$ cat src/rtl/pps_pkg.sv
package pps_pkg;

  // Strobes issued by the control to the edge datapath each cycle.
  typedef struct packed {
    logic load;     // copy the programmed target into the edge time
    logic advance;  // toggle the pin and step the edge time
    logic clear;    // force the pin low, cancel pending interrupt
  } ppsStrobes_t;

  typedef enum logic {
    PPS_IDLE  = 1'b0,
    PPS_ARMED = 1'b1
  } ppsState_t;

endpackage

$ cat src/rtl/pps_ctrl.sv
module pps_ctrl
  import pps_pkg::*;
(
  input  logic        clk,
  input  logic        rstN,
  input  logic        enable,
  input  logic        reached,
  output ppsStrobes_t strobes
);

  ppsState_t state, stateNext;

  always_comb begin
    stateNext       = state;
    strobes.load    = 1'b0;
    strobes.advance = 1'b0;
    strobes.clear   = !enable;
    if (!enable) begin
      stateNext = PPS_IDLE;
    end else if (state == PPS_IDLE) begin
      strobes.load = 1'b1;
      stateNext    = PPS_ARMED;
    end else if (reached) begin
      strobes.advance = 1'b1;
    end
  end

  always_ff @(posedge clk) begin
    if (!rstN) state <= PPS_IDLE;
    else       state <= stateNext;
  end

endmodule

$ cat src/rtl/pps_edge_dp.sv
module pps_edge_dp
  import pps_pkg::*;
#(
  parameter int SEC_W        = 32,
  parameter int NS_W         = 32,
  parameter int HALF_DEFAULT = 500000000
) (
  input  logic             clk,
  input  logic             rstN,
  input  ppsStrobes_t      strobes,
  input  logic             intEnable,
  input  logic [SEC_W-1:0] tgtSec,
  input  logic [NS_W-1:0]  tgtNs,
  input  logic [NS_W-1:0]  halfPeriodNs,
  input  logic [SEC_W-1:0] timeSec,
  input  logic [NS_W-1:0]  timeNs,
  output logic             reached,
  output logic             pinLevel,
  output logic             irqPulse
);

  localparam logic [NS_W:0]   BILLION  = (NS_W+1)'(1000000000);
  localparam logic [NS_W-1:0] HALF_DEF = NS_W'(HALF_DEFAULT);

  logic [SEC_W-1:0] edgeSec;
  logic [NS_W-1:0]  edgeNs;
  logic [NS_W-1:0]  halfEff;
  logic [NS_W:0]    nsSum;
  logic             nsWrap;
  logic [SEC_W-1:0] nextSec;
  logic [NS_W-1:0]  nextNs;

  // Greater-or-equal compare of running time against the edge time.
  always_comb begin
    if (timeSec != edgeSec) reached = (timeSec > edgeSec);
    else                    reached = (timeNs >= edgeNs);
  end

  // Next edge time with a single carry step at one billion.
  always_comb begin
    halfEff = (halfPeriodNs == '0) ? HALF_DEF : halfPeriodNs;
    nsSum   = {1'b0, edgeNs} + {1'b0, halfEff};
    nsWrap  = (nsSum >= BILLION);
    if (nsWrap) begin
      nextNs  = NS_W'(nsSum - BILLION);
      nextSec = edgeSec + SEC_W'(1);
    end else begin
      nextNs  = NS_W'(nsSum);
      nextSec = edgeSec;
    end
  end

  always_ff @(posedge clk) begin
    if (!rstN) begin
      edgeSec  <= '0;
      edgeNs   <= '0;
      pinLevel <= 1'b0;
      irqPulse <= 1'b0;
    end else if (strobes.clear) begin
      pinLevel <= 1'b0;
      irqPulse <= 1'b0;
    end else if (strobes.load) begin
      edgeSec  <= tgtSec;
      edgeNs   <= tgtNs;
      irqPulse <= 1'b0;
    end else if (strobes.advance) begin
      edgeSec  <= nextSec;
      edgeNs   <= nextNs;
      pinLevel <= !pinLevel;
      irqPulse <= intEnable;
    end else begin
      irqPulse <= 1'b0;
    end
  end

endmodule

$ cat src/rtl/pps_aligner.sv
module pps_aligner
  import pps_pkg::*;
#(
  parameter int SEC_W        = 32,
  parameter int NS_W         = 32,
  parameter int HALF_DEFAULT = 500000000
) (
  input  logic             clk,
  input  logic             rstN,
  input  logic             enable,
  input  logic             intEnable,
  input  logic [SEC_W-1:0] tgtSec,
  input  logic [NS_W-1:0]  tgtNs,
  input  logic [NS_W-1:0]  halfPeriodNs,
  input  logic [SEC_W-1:0] timeSec,
  input  logic [NS_W-1:0]  timeNs,
  output logic             pinOut,
  output logic             irqPulse
);

  ppsStrobes_t strobes;
  logic        reached;
  logic        pinLevel;

  pps_ctrl u_ctrl (
    .clk     (clk),
    .rstN    (rstN),
    .enable  (enable),
    .reached (reached),
    .strobes (strobes)
  );

  pps_edge_dp #(
    .SEC_W        (SEC_W),
    .NS_W         (NS_W),
    .HALF_DEFAULT (HALF_DEFAULT)
  ) u_dp (
    .clk          (clk),
    .rstN         (rstN),
    .strobes      (strobes),
    .intEnable    (intEnable),
    .tgtSec       (tgtSec),
    .tgtNs        (tgtNs),
    .halfPeriodNs (halfPeriodNs),
    .timeSec      (timeSec),
    .timeNs       (timeNs),
    .reached      (reached),
    .pinLevel     (pinLevel),
    .irqPulse     (irqPulse)
  );

  // Disable parks the pin low without waiting for a clock edge.
  assign pinOut = pinLevel & enable;

endmodule

$ cat config.mk
export PLATFORM = sky130hd
export DESIGN_NAME = pps_aligner
export DESIGN_NICKNAME = d
export VERILOG_FILES = /design/src/rtl/pps_pkg.sv /design/src/rtl/pps_ctrl.sv /design/src/rtl/pps_edge_dp.sv /design/src/rtl/pps_aligner.sv
export SDC_FILE = /design/constraint.sdc
export NUM_CORES = 1
export LEC_CHECK = 0
export BUFFER_PORTS_ARGS = -buffer_cell sky130_fd_sc_hd__buf_2
export CAP_MARGIN = 25
export CORE_ASPECT_RATIO = 0.7
export CORE_MARGIN = 2
export CORE_UTILIZATION = 55
export CTS_CLUSTER_DIAMETER = 100
export DETAILED_ROUTE_END_ITERATION = 12
export PLACE_DENSITY = 0.8
export SKIP_LAST_GASP = 1
export SYNTH_ARGS = -nofsm -noshare
export SYNTH_HDL_FRONTEND = slang
export SYNTH_SLANG_ARGS = --single-unit
$ cat constraint.sdc
create_clock -name clk -period 7.1 [get_ports clk]
set_input_delay 1.42 -clock clk [delete_from_list [all_inputs] [get_ports clk]]
set_output_delay 1.42 -clock clk [all_outputs]
set_load 0.01 [all_outputs]
# ---- Word level (Yosys, flattened, before mapping)
# Index checks and enable logic that the tools add are counted.
dict set report op_classes {
  magnitude_cmp 3
  eq_ne 1
  n_mux 13
  bitwise_logic 5
  reduce_logical 9
  n_addsub 3
}
# op n
set op_table {}
lappend op_table {{32-bit two-way mux} 7}
lappend op_table {{32-bit by 32-bit adder with 33-bit output} 1}
lappend op_table {{33-bit by 30-bit greater-or-equal comparator with 1-bit output, second input constant} 1}
lappend op_table {{32-bit by 1-bit adder with 32-bit output, second input constant} 1}
lappend op_table {{32-bit greater-or-equal comparator} 1}
lappend op_table {{32-bit greater-than comparator} 1}
lappend op_table {{32-bit zero test} 1}
lappend op_table {{32-bit inequality test} 1}
lappend op_table {{32-bit by 30-bit subtractor with 32-bit output, second input constant} 1}
lappend op_table {{2-bit AND reduction} 3}
lappend op_table {{1-bit two-way mux} 5}
lappend op_table {{1-bit inverter} 4}
lappend op_table {{2-bit nonzero test} 2}
lappend op_table {{4-bit OR reduction} 1}
lappend op_table {{3-bit AND reduction} 1}
lappend op_table {{2-bit two-way mux} 1}
lappend op_table {{1-bit AND} 1}
lappend op_table {{1-bit zero test} 1}
dict set report word_totals {
  input_bits 164
  reg_bits 67
}

# ---- Logic depth before layout (Yosys ltp)
dict set report logic_depth {
  depth_word 7
  depth_mapped 21
  mapped_depth_nobuf 18
}

# ---- By module
# Synthesis repeated with hierarchy kept, for this count alone.
dict set report unflattened {
  cells_unflattened 1135
  area_unflattened_um2 8416.8
}
# module instances cells_per_inst area_each_um2 seq_area_each_um2
set modules_own_cells {}
lappend modules_own_cells {pps_edge_dp 1 1129 8366.8 1321.3}
lappend modules_own_cells {pps_ctrl 1 5 43.8 20.0}
lappend modules_own_cells {pps_aligner 1 1 6.3 0.0}

# ---- Worst setup path after synthesis
# Ideal clock, no wire load.
dict set report synth_path {
  path_kind {input to register}
  startpoint {in halfPeriodNs[28]}
  endpoint {reg u_dp.edgeSec[23]}
  path_stages 20
  setup_ps 132
  path_buffers 3
  t_arrival_ps 5297
  setup_slack_ps 1671
  cell_sequence {nor4_1 nand4_1 nor2_1 clkbuf_1 or2_2 ha_1 a21o_1 a21o_1 a2111oi_2 nor3_1 mux2_4 a311oi_4 nand2_2 a21o_1 o21ba_1 buf_6 buf_6 nor4b_2 xnor2_1 a21oi_1}
}
dict set report synth_between {
  elab_chain_len 6
}
# item line
set synth_lines {}
lappend synth_lines {{start: declaration} pps_aligner.sv:14} ;# input logic [NS_W-1:0] halfPeriodNs,
lappend synth_lines {{32-bit zero test} pps_edge_dp.sv:41} ;# halfEff = (halfPeriodNs == '0) ? HALF_DEF : halfPeriodNs;
lappend synth_lines {{32-bit two-way mux (*)} pps_edge_dp.sv:41}
lappend synth_lines {{32-bit by 32-bit adder with 33-bit output (*)} pps_edge_dp.sv:42} ;# nsSum = {1'b0, edgeNs} + {1'b0, halfEff};
lappend synth_lines {{33-bit by 30-bit greater-or-equal comparator with 1-bit output (*)} pps_edge_dp.sv:43} ;# nsWrap = (nsSum >= BILLION);
lappend synth_lines {{2-bit nonzero test (no line) (*)} -}
lappend synth_lines {{3-bit AND reduction (no line) (*)} -}
lappend synth_lines {{end signal: assignment} pps_edge_dp.sv:63} ;# edgeSec <= tgtSec;
lappend synth_lines {{end signal: assignment} pps_edge_dp.sv:67} ;# edgeSec <= nextSec;
lappend synth_lines {{end: declaration} pps_edge_dp.sv:25} ;# logic [SEC_W-1:0] edgeSec;
# Every way passes the cells marked *; elsewhere a longest branch is shown, timed or not.
# A chain may end at the register's enable or synchronous reset.

# ---- Worst setup path after layout
dict set report layout_path {
  startpoint {in halfPeriodNs[29]}
  endpoint {reg u_dp.edgeSec[29]}
}
# The elaborated chain is that of the path after synthesis.

==> out/metrics.yaml <==
grt:
  use_met2: 0.490
  grt.busiest_layer: "met2"
  grt_max_degree: 47
  met1_usage: 0.458
  antenna_found_initial: 1
  grt_pass1_vias: 8105
  met3_usage: 0.0688
  grt_pass1_wl_um: 40800
  grt_overflow: 0
  globalRouteTotalUtil: 0.324
routing:
  ant_nets: 0
  avgRoutedWirePerCell_um: 18.2
  drt-total-wl_um: 25700
  via_per_inst: 6.17
  num_vias: 8685
  drc: 0
  dr.pass1.iters: 5
  drt_iter0_markers: 766
floorplan:
  rows: 36
  die_area_um2: 15700
  io_pins: 166
  fp.dieW_um: 149
  dieHeight_um: 105
  start_util: 0.572
  core_um2: 14100
power_and_ir_drop:
  swShare: 0.386
  irDropWorstVdd_uv: 135
  comb_power_share: 0.453
  p_sw_uw: 631
  pwr-share-clk: 0.276
  power_density_nw_per_um2: 176
  p_seq_frac: 0.271
  p_int_mw: 1.00
  leakagePower_nw: 3.98
yosys:
  yosysWarnings: 0
  synth_xor_area_frac: 0.0630
  yosysSeqAreaShare: 0.166
  syn_nets: 1351
  ys_seq_elements: 67
  yosys-top-cells-area: "dfxtp_1 (17%), ha_1 (15%), a21oi_1 (6.6%)"
  synth_flop_cell: "dfxtp_1"
  netlist_area_um2: 8060
  synth_top_area_frac: 0.166
  synth_commonest_cells: "a21oi_1 (106), ha_1 (98), inv_1 (82)"
  syn-instance-count: 1088
  yosys.cell_types.count: 82
  yosysMostFrequentCell: "a21oi_1"
  synth_compound_area_frac: 0.281
  synth_largest_area_cell: "dfxtp_1"
  synth_fa_ha_area_frac: 0.155
  synthMuxAreaShare: 0.00823
  synth_top_family_by_area: "compound AO/OA/AOI/OAI gates"
  synth-simple-area-share: 0.251
  synth_edf_count: 0
  syn_area_per_cell_um2: 7.41
  synth-async-reset-ratio: 0
setup_path:
  crit_chain: "buf_2, nor4_1, nand4_1, nor2_1, buf_4, or2_2, ha_1, a211oi_2, nor2_1, or3_1, o21ai_0, o2111ai_1, nor4_1, nand4_1, and4_1, o21ba_2, buf_4, nor4b_2, xnor2_1, a21oi_1"
  setup.worst_path.start_class: "primary input"
  cp.required_ps: 7300
  reg2reg_slack_ps: 2110
  crit_slowest_cell: "nor4_1"
  cp_top_family: "simple AND/OR/NAND/NOR gates"
  cp-end-kind: "flip-flop"
  cp_slowest_stage_delay_ps: 800
  critical_path_buf_inv_count: 3
  rr_worst_depth: 15
  crit_arrival_ps: 6910
  rr_startpoint: "u_dp.edgeNs[0]$_SDFFE_PN0P_"
  r2r_end: "u_dp.edgeSec[29]$_SDFFE_PN0P_"
  path_max_fanout: 16
  critPathKind: "in -> reg"
clocking:
  cts-htree-levels: 3
  root_buffer: "clkbuf_16"
  clock_latency_ps: 330
  cts_hold_buf: 0
  clockBufferDepth: 2
  cts_tree: "done"
  cts_buffers: 9
  cts_sinks: 67
  cts_resized: 0
  postCtsSetupBuffers: 0
  path_clk_slew_ps: 60
place:
  placed_area_um2: 8970
  gp_congestion: 0.951
  port_buffers: 165
  dp_hpwl_um: 20600
timing:
  fin_crit_ps: 6710
  worst_slew_pin_slew_ps: 995
  tns_ps: 0
  hold_viol: 0
  clock_skew_ps: 8.37
  finalSetupViolCount: 0
  max_freq_mhz: 149
  drv_slew: 0
  holdWs_ps: 552
  slew-limit-headroom: 0.320
  timing.final.crit_share: 0.946
  grt_setup_unrepaired: "no"
hold_path:
  min_to: "u_dp.pinLevel$_SDFFE_PN0P_"
  holdPathStages: 2
  hold_start: "u_dp.pinLevel$_SDFFE_PN0P_"
  hold_class: "reg -> reg"
finish:
  stdcell_area_um2: 9270
  area_growth_pct: 15.0
  fin_nets: 1475
  drive_gt1_frac: 0.204
  n_fill_cell: 1271
run:
  cap_viol_max_count: 0
status:
  outcome: "complete, no violations"
## worst min-delay path: cells and delay by family, from the launching register on
kind                      cells  cell delay, ps
DFF                           1             320
and+or+nand+nor               1              40
xor gates and xnor gates      1             150
## worst max path at each step
stage	depth (start not counted)	to	startpoint
after floorplan	20	u_dp.edgeSec[23]$_SDFFE_PN0P_	halfPeriodNs[28]
after global placement	20	u_dp.edgeSec[23]$_SDFFE_PN0P_	halfPeriodNs[29]
after detailed placement	20	u_dp.edgeSec[24]$_SDFFE_PN0P_	halfPeriodNs[29]
after CTS	20	u_dp.edgeSec[29]$_SDFFE_PN0P_	halfPeriodNs[29]
after global routing	20	u_dp.edgeSec[24]$_SDFFE_PN0P_	halfPeriodNs[29]
final	20	u_dp.edgeSec[29]$_SDFFE_PN0P_	halfPeriodNs[29]
## logic make-up after synthesis
group | after synthesis
AND/OR/NAND/NOR | 363
multiplexers | 6
buffers and inverters | 149
AO/OA/AOI/OAI | 346
adder cells (fa/ha/maj) | 99
flip-flops | 67
XOR/XNOR | 58
## state kept, by name, summed over array words and instances (netlist names)
signal	flops
u_dp.edgeNs	32
u_dp.irqPulse	1
u_dp.pinLevel	1
u_ctrl.state	1
u_dp.edgeSec	32
## power groups by stage
stage               clock [mW]  combinational, mW  sequential [mW]
finish                   0.451              0.739            0.442
global route             0.468              0.821            0.444
CTS                      0.450              0.725            0.441
detailed placement           0              0.719            0.448
global placement             0              0.709            0.449
floorplan                    0              0.533            0.434
## area by class of cell
type	instances	area, µm²	share of cell area
multi-input combinational	872	6120	0.660
tap	190	238	0.0256
antenna	1	2.50	0.000270
clock buffer	13	260	0.0281
clock inverter	2	35.0	0.00378
timing repair buffer	180	963	0.104
inverter	82	308	0.0332
sequential	67	1340	0.145
## cell usage in the layout (no fill, tap or decap), types with 6 or more instances in the layout
| cell type | n |
|---|---|
| or2_2 | 16 |
| o21a_1 | 13 |
| a211oi_1 | 9 |
| nand4_1 | 25 |
| nor4_2 | 12 |
| and2_1 | 12 |
| o211ai_1 | 10 |
| nand2_1 | 75 |
| a21o_1 | 31 |
| a22oi_1 | 13 |
| buf_4 | 13 |
| clkbuf_16 | 9 |
| nand3_1 | 30 |
| and3_1 | 28 |
| xnor2_1 | 49 |
| nor4_1 | 14 |
| xor2_1 | 9 |
| o21ai_0 | 75 |
| or3_1 | 6 |
| o22ai_1 | 10 |
| nor3_1 | 40 |
| buf_2 | 165 |
| nor2_1 | 67 |
| dfxtp_1 | 67 |
| nor2b_1 | 8 |
| a21oi_1 | 106 |
| inv_1 | 82 |
| o31a_1 | 6 |
| a211o_1 | 8 |
| ha_1 | 98 |
| a21boi_0 | 6 |
## metal layers
layer	up-vias	part of all wire
met4	0	0.028
met2	381	0.43
met5	-	0
met1	3996	0.46
met3	53	0.085
li1	4255	-
## through the flow
step | setup slack, ps | total power [mW] | util | instances
after CTS | 520 | 1.62 | 0.657 | 1406
after floorplan | 1670 | 0.967 | - | 1088
after global placement | 366 | 1.16 | 0.636 | 1391
final | 386 | 1.63 | 0.657 | 1407
after detailed placement | 246 | 1.17 | 0.636 | 1391
after global routing | 205 | 1.73 | 0.657 | 1407
Power figures use the tool's default switching activity.
